--- config.mk ---
export PLATFORM = sky130hd
export DESIGN_NAME = fdl_event_monitor
export DESIGN_NICKNAME = d
export VERILOG_FILES = /design/src/rtl/fdl_mon_pkg.sv /design/src/rtl/fdl_mon_ctrl.sv /design/src/rtl/fdl_mon_datapath.sv /design/src/rtl/fdl_event_monitor.sv
export SDC_FILE = /design/constraint.sdc
export NUM_CORES = 1
export LEC_CHECK = 0
export BUFFER_PORTS_ARGS = -buffer_cell sky130_fd_sc_hd__buf_2
export CAP_MARGIN = 20
export CORE_UTILIZATION = 60
export CTS_CLUSTER_SIZE = 24
export DETAILED_ROUTE_END_ITERATION = 10
export PLACE_DENSITY = 0.79
export SLEW_MARGIN = 20
export SYNTH_ARGS = -nofsm -noshare
export SYNTH_HDL_FRONTEND = slang
export SYNTH_SLANG_ARGS = --single-unit
export TNS_END_PERCENT = 20
--- constraint.sdc ---
create_clock -name clk -period 2.4 [get_ports clk]
set_input_delay 0.48 -clock clk [delete_from_list [all_inputs] [get_ports clk]]
set_output_delay 0.48 -clock clk [all_outputs]
set_load 0.02 [all_outputs]
--- src/rtl/fdl_mon_pkg.sv ---
package fdl_mon_pkg;
  localparam int DATA_W     = 8;
  localparam int CODE_W     = DATA_W - 2;
  localparam int WIN_W      = 2 * DATA_W;
  localparam int NUM_MATCH  = 2;

  // status / mask bit positions
  localparam int ST_COS     = 0;
  localparam int ST_MATCH   = 1;
  localparam int ST_TXEMPTY = 2;
  localparam int ST_FULL    = 3;
  localparam int ST_ABORT   = 4;
  localparam int ST_CLEAR   = 5;
  localparam int ST_USED    = 6;

  // register map
  localparam int ADR_STATUS = 0;
  localparam int ADR_MASK   = 1;
  localparam int ADR_MATCH0 = 2;
  localparam int ADR_RXBUF  = ADR_MATCH0 + NUM_MATCH;

  typedef struct packed {
    logic              loadByte;
    logic              loadBoc;
    logic              evAbort;
    logic              evClear;
    logic              evCos;
    logic [CODE_W-1:0] code;
  } ctl_strobe_t;
endpackage

--- src/rtl/fdl_mon_ctrl.sv ---
module fdl_mon_ctrl
  import fdl_mon_pkg::*;
#(
  parameter int ABORT_ONES = 8,
  parameter int CLEAR_BITS = 30
) (
  input  logic             clk,
  input  logic             rstN,
  input  logic             bitValid,
  input  logic [WIN_W-1:0] winNext,
  output ctl_strobe_t      strobe
);
  localparam int IDX_W  = $clog2(DATA_W);
  localparam int ONES_W = $clog2(ABORT_ONES + 1);
  localparam int CNT_W  = $clog2(CLEAR_BITS + 1);

  logic [IDX_W-1:0]  bitIdx;
  logic [ONES_W-1:0] onesRun;
  logic [CNT_W-1:0]  clrCnt;
  logic              haveLast;
  logic [CODE_W-1:0] lastCode;
  logic              bocActive;
  logic [CODE_W-1:0] activeCode;

  logic              newBit;
  logic              byteDone;
  logic              abortNow;
  logic              codeHit;
  logic [CODE_W-1:0] code;
  logic              onset;
  logic              clearNow;

  always_comb begin
    newBit   = winNext[0];
    byteDone = bitValid && (bitIdx == IDX_W'(DATA_W - 1));
    abortNow = bitValid && newBit && (onesRun == ONES_W'(ABORT_ONES - 1));
    codeHit  = bitValid && (&winNext[WIN_W-1:DATA_W]) &&
               !winNext[DATA_W-1] && !winNext[0];
    code     = winNext[DATA_W-2:1];
    onset    = codeHit && haveLast && (code == lastCode) &&
               (!bocActive || (code != activeCode));
    clearNow = bitValid && bocActive && !onset && !abortNow &&
               (clrCnt == CNT_W'(CLEAR_BITS - 1));
  end

  always_comb begin
    strobe.loadByte = byteDone && !bocActive && !onset;
    strobe.loadBoc  = onset;
    strobe.evAbort  = abortNow;
    strobe.evClear  = clearNow;
    strobe.evCos    = onset;
    strobe.code     = code;
  end

  // bit position within the byte
  always_ff @(posedge clk or negedge rstN) begin
    if (!rstN) begin
      bitIdx <= '0;
    end else if (bitValid) begin
      bitIdx <= byteDone ? '0 : bitIdx + 1'b1;
    end
  end

  // run of consecutive ones, saturating at the abort length
  always_ff @(posedge clk or negedge rstN) begin
    if (!rstN) begin
      onesRun <= '0;
    end else if (bitValid) begin
      if (!newBit)                               onesRun <= '0;
      else if (onesRun != ONES_W'(ABORT_ONES))   onesRun <= onesRun + 1'b1;
    end
  end

  // codeword history, BOC episode and clear window
  always_ff @(posedge clk or negedge rstN) begin
    if (!rstN) begin
      haveLast   <= 1'b0;
      lastCode   <= '0;
      bocActive  <= 1'b0;
      activeCode <= '0;
      clrCnt     <= '0;
    end else begin
      if (codeHit) begin
        lastCode <= code;
        haveLast <= 1'b1;
      end
      if (onset) begin
        bocActive  <= 1'b1;
        activeCode <= code;
        clrCnt     <= '0;
      end else if (bocActive && bitValid) begin
        if (abortNow) begin
          clrCnt <= '0;
        end else if (clearNow) begin
          bocActive <= 1'b0;
          haveLast  <= 1'b0;
          clrCnt    <= '0;
        end else begin
          clrCnt <= clrCnt + 1'b1;
        end
      end
    end
  end
endmodule

--- src/rtl/fdl_mon_datapath.sv ---
module fdl_mon_datapath
  import fdl_mon_pkg::*;
#(
  parameter int ADDR_W = 3
) (
  input  logic               clk,
  input  logic               rstN,
  input  logic               bitValid,
  input  logic               bitIn,
  input  logic               txEmpty,
  input  logic [ADDR_W-1:0]  regAddr,
  input  logic               regWr,
  input  logic               regRd,
  input  logic [DATA_W-1:0]  regWdata,
  input  ctl_strobe_t        strobe,
  output logic [WIN_W-1:0]   winNext,
  output logic [DATA_W-1:0]  regRdata,
  output logic [ST_USED-1:0] statusVec,
  output logic               irq
);
  logic [WIN_W-1:0]   win;
  logic [DATA_W-1:0]  rxBuf;
  logic [DATA_W-1:0]  matchReg [NUM_MATCH];
  logic [ST_USED-1:0] maskQ;
  logic [ST_USED-1:0] statusQ;
  logic [ST_USED-1:0] evVec;
  logic [DATA_W-1:0]  newByte;
  logic               matchHit;
  logic               rdStatus;

  assign winNext = {win[WIN_W-2:0], bitIn};
  assign newByte = winNext[DATA_W-1:0];

  always_comb begin
    matchHit = 1'b0;
    for (int i = 0; i < NUM_MATCH; i++) begin
      if (newByte == matchReg[i]) matchHit = 1'b1;
    end
  end

  always_comb begin
    evVec              = '0;
    evVec[ST_COS]      = strobe.evCos;
    evVec[ST_MATCH]    = strobe.loadByte && matchHit;
    evVec[ST_TXEMPTY]  = txEmpty;
    evVec[ST_FULL]     = strobe.loadByte;
    evVec[ST_ABORT]    = strobe.evAbort;
    evVec[ST_CLEAR]    = strobe.evClear;
    rdStatus           = regRd && (regAddr == ADDR_W'(ADR_STATUS));
  end

  always_ff @(posedge clk or negedge rstN) begin
    if (!rstN) begin
      win     <= '0;
      rxBuf   <= '0;
      statusQ <= '0;
    end else begin
      if (bitValid) win <= winNext;
      if (strobe.loadBoc)       rxBuf <= DATA_W'(strobe.code);
      else if (strobe.loadByte) rxBuf <= newByte;
      statusQ <= (rdStatus ? '0 : statusQ) | evVec;
    end
  end

  always_ff @(posedge clk or negedge rstN) begin
    if (!rstN) begin
      maskQ <= '0;
      for (int i = 0; i < NUM_MATCH; i++) matchReg[i] <= '0;
    end else if (regWr) begin
      if (regAddr == ADDR_W'(ADR_MASK)) maskQ <= regWdata[ST_USED-1:0];
      for (int i = 0; i < NUM_MATCH; i++) begin
        if (regAddr == ADDR_W'(ADR_MATCH0 + i)) matchReg[i] <= regWdata;
      end
    end
  end

  always_comb begin
    regRdata = '0;
    if (regAddr == ADDR_W'(ADR_STATUS)) regRdata[ST_USED-1:0] = statusQ;
    if (regAddr == ADDR_W'(ADR_MASK))   regRdata[ST_USED-1:0] = maskQ;
    if (regAddr == ADDR_W'(ADR_RXBUF))  regRdata = rxBuf;
    for (int i = 0; i < NUM_MATCH; i++) begin
      if (regAddr == ADDR_W'(ADR_MATCH0 + i)) regRdata = matchReg[i];
    end
  end

  assign statusVec = statusQ;
  assign irq       = |(statusQ & maskQ);
endmodule

--- src/rtl/fdl_event_monitor.sv ---
module fdl_event_monitor
  import fdl_mon_pkg::*;
#(
  parameter int ADDR_W     = 3,
  parameter int ABORT_ONES = 8,
  parameter int CLEAR_BITS = 30
) (
  input  logic              clk,
  input  logic              rstN,
  input  logic              fdlBit,
  input  logic              fdlValid,
  input  logic              txEmpty,
  input  logic [ADDR_W-1:0] regAddr,
  input  logic              regWr,
  input  logic              regRd,
  input  logic [7:0]        regWdata,
  output logic [7:0]        regRdata,
  output logic              irq
);
  ctl_strobe_t        ctlStrobe;
  logic [WIN_W-1:0]   winNext;
  logic [ST_USED-1:0] statusVec;

  fdl_mon_ctrl #(
    .ABORT_ONES(ABORT_ONES),
    .CLEAR_BITS(CLEAR_BITS)
  ) u_ctrl (
    .clk      (clk),
    .rstN     (rstN),
    .bitValid (fdlValid),
    .winNext  (winNext),
    .strobe   (ctlStrobe)
  );

  fdl_mon_datapath #(
    .ADDR_W(ADDR_W)
  ) u_dp (
    .clk       (clk),
    .rstN      (rstN),
    .bitValid  (fdlValid),
    .bitIn     (fdlBit),
    .txEmpty   (txEmpty),
    .regAddr   (regAddr),
    .regWr     (regWr),
    .regRd     (regRd),
    .regWdata  (regWdata),
    .strobe    (ctlStrobe),
    .winNext   (winNext),
    .regRdata  (regRdata),
    .statusVec (statusVec),
    .irq       (irq)
  );
endmodule

==> metrics.yaml <==
placed_design:
  dp.final_hpwl_mm: 5.755
  place_area_um2: 4204
  gp_congestion: 0.8701
  port_buffers: 26
  place_ws_ns: 0.2505
floorplan:
  fp.dieArea_um2: 6914
  start_util_pct: 62.23
  core_area_um2: 6350
  die_x_um: 83.15
  die_y_um: 83.15
  fp-row-count: 29
  io_pins: 27
synthesis:
  ys_seq_area_share_pct: 48.77
  syn_nets: 356
  syn-cell-area_um2: 3951
  synthArstFlopShare_pct: 100.0
  synth_cell_types: 38
  yosysWarnings: 0
  synth_cells: 332
  syn_avg_cell_area_um2: 11.90
  synth-seq-cells: 77
  synth-edff-count: 0
  ys.flop_type: "dfrtp_1"
clock_tree:
  cts-resized-gates: 0
  postCtsHoldBufs: 0
  clk_latency_ns: 0.36
  post-cts-setup-buffers: 0
  path_clk_slew_ns: 0.07
  cts_buffers: 9
  cts_tree: "yes"
  cts.path.max_buffers: 2
  cts-root-buf: "clkbuf_8"
  htreeDepth: 3
  clock_sinks: 77
min_path:
  hold_path_class: "in2async"
flow_run:
  maxCapViolations: 0
routing:
  drc_errors: 0
  dr.pass1.iters: 4
  wl_per_cell_um: 17.80
  drtIter0Drc: 181
  ant_nets: 0
  vias_per_cell: 5.928
  wl_mm: 7.956
  dr_total_vias: 2650
global_route:
  grt_max_degree: 33
  antenna_found_initial: 0
  grt_pass1_wl_mm: 13.69
  grt_pass1_vias: 2708
  grt_use_total_pct: 25.70
  grt_overflow_total: 0
power:
  vdd_drop_max_uv: 611.5
  leakagePower_nw: 2.118
  powerDensity_nw_per_um2: 886.8
  power_w: 0.003917
setup_path:
  startpoint_type: "input pin"
  arrival_ns: 1.68
  critPathRequiredTime_ns: 1.92
  critPathKind: "in2out"
  worst-path-max-fanout: 18
  worstSetupEndpointType: "primary output"
  r2r_start: "u_ctrl.bitIdx[0]"
  startpoint: "regAddr[0]"
timing:
  slew_headroom_pct: 65.67
  setup_viol: 0
  maxClockFrequency_ghz: 0.4622
  worst_pin_slew_ns: 0.5134
  final_max_slew_viol_count: 0
  tns_ns: 0
  period_minus_slack_ns: 2.164
  rsz0062_at_grt: "no"
  hold_viol_final: 0
  fin_ws_ns: 0.2364
  period_share_pct: 90.15
  clock_skew_ns: 0.01002
cells_and_area:
  final_layout_size_suffix_gt1_share_pct: 33.78
  area_growth_pct: 11.78
  stdcell_area_um2: 4417
  fin_util_pct: 69.56
  fin_nets: 389
  insertedDiodeCount: 0
status:
  outcome: "finished, final reports clean"
[metal layers]
layer	up-vias	global-route usage (%)	wire length (um)
li1	1253	-	-
met2	54	39.34	3684
met5	-	0	0
met4	0	11.91	163
met3	13	3.976	297
met1	1330	36.30	3812
[metrics by stage]
| step | cells | hold slack, ns |
|---|---|---|
| 6_report | 447 | 0.05227 |
| 5_1_grt | 447 | 0.08089 |
| 4_1_cts | 447 | 0.05652 |
| 3_5_place_dp | 431 | 0.4434 |
| 3_3_place_gp | 431 | 0.4391 |
| 2_1_floorplan | 332 | 0.1844 |
[synthesized netlist by cell type (2+ instances only)]
cell / count / area [um^2]
clkbuf_1: 13 / 48.80
inv_1: 8 / 30.03
xnor2_1: 8 / 70.07
ha_1: 6 / 75.07
nand3_1: 9 / 45.04
nand3b_1: 4 / 30.03
nand4b_4: 2 / 47.55
dfrtp_1: 77 / 1927
mux2_2: 55 / 619.3
nand2_1: 11 / 41.29
nor4_1: 4 / 25.02
a21o_1: 4 / 30.03
a22oi_1: 4 / 30.03
buf_6: 2 / 22.52
or2_2: 2 / 12.51
nor2_1: 18 / 67.56
nor3_1: 5 / 25.02
xor2_1: 20 / 175.2
a21oi_1: 12 / 60.06
nand4_1: 4 / 25.02
o22ai_1: 9 / 56.30
nand2b_1: 3 / 18.77
buf_2: 3 / 15.01
mux2_4: 6 / 90.09
mux2i_1: 16 / 160.2
o21ai_0: 15 / 75.07
[layout make-up]
type / instances / area [um^2]
clock buffers: 9 / 123.9
multi-input cells: 228 / 1893
repair buffers: 41 / 257.7
fillers: 447 / 1933
inverters: 8 / 30.03
well taps: 77 / 96.34
flip-flops and latches: 77 / 1927
clock inverters: 7 / 88.84
[registers in the layout, summed over array words and instances, names as in the netlist]
name and flops:
u_ctrl.bitIdx 3, u_ctrl.haveLast 1, u_ctrl.onesRun 4, u_dp.rxBuf 8, u_dp.win 15, u_ctrl.clrCnt 5, u_ctrl.lastCode 6, u_ctrl.bocActive 1
u_dp.matchReg 16, u_dp.statusVec 6, u_dp.maskQ 6, u_ctrl.activeCode 6
[cell usage in the layout, fill, tap and decap left out, types with 5 or more instances in the layout]
| cell | instances |
|---|---|
| dfrtp_1 | 77 |
| mux2_2 | 55 |
| buf_2 | 25 |
| xor2_1 | 20 |
| nor2_1 | 18 |
| mux2i_1 | 16 |
| o21ai_0 | 15 |
| buf_4 | 15 |
| a21oi_1 | 12 |
| nand2_1 | 11 |
| nand3_1 | 9 |
| o22ai_1 | 9 |
| clkbuf_8 | 9 |
| inv_1 | 8 |
| xnor2_1 | 8 |
| mux2_4 | 6 |
| ha_1 | 6 |
| nor3_1 | 5 |
[power breakdown]
part | total (W) | switching (W) | internal [W]
Combinational | 0.000958 | 0.000442 | 0.000516
Sequential | 0.00189 | 0.000301 | 0.00159
Clock | 0.00106 | 0.000482 | 0.000581
[final timing paths]
| path | end | slack [ns] | cells past startpoint |
|---|---|---|---|
| hold reg to reg | u_ctrl.activeCode[3] | 0.53 | 1 |
| max in group asynchronous | u_dp.matchReg[4] | 1.77 | 2 |
| min in group clk | u_dp.statusVec[2] | 0.30 | 2 |
| setup reg to reg | u_dp.rxBuf[3] | 0.36 | 5 |
| setup / recovery | regRdata[2] | 0.24 | 6 |
| hold / removal | u_dp.win[8] | 0.05 | 1 |
[critical path, cell delays in order]
cell	delay, ns
buf_2	0.40
mux2i_1	0.32
nor2_1	0.07
a21oi_1	0.13
o22ai_1	0.10
buf_2	0.17
[kinds of logic (layout without fill, tap and decap cells)]
| kind of cell | after synthesis | in the layout | synth area share (%) |
|---|---|---|---|
| adder cells (fa/ha/maj) | 6 | 6 | 1.900 |
| XOR/XNOR | 28 | 28 | 6.207 |
| AO/OA/AOI/OAI | 49 | 49 | 7.378 |
| flip-flops | 77 | 77 | 48.77 |
| AND/OR/NAND/NOR | 68 | 68 | 10.42 |
| multiplexers | 77 | 77 | 22.01 |
| buffers and inverters | 27 | 65 | 3.325 |
(Power assumes the default switching activity.)
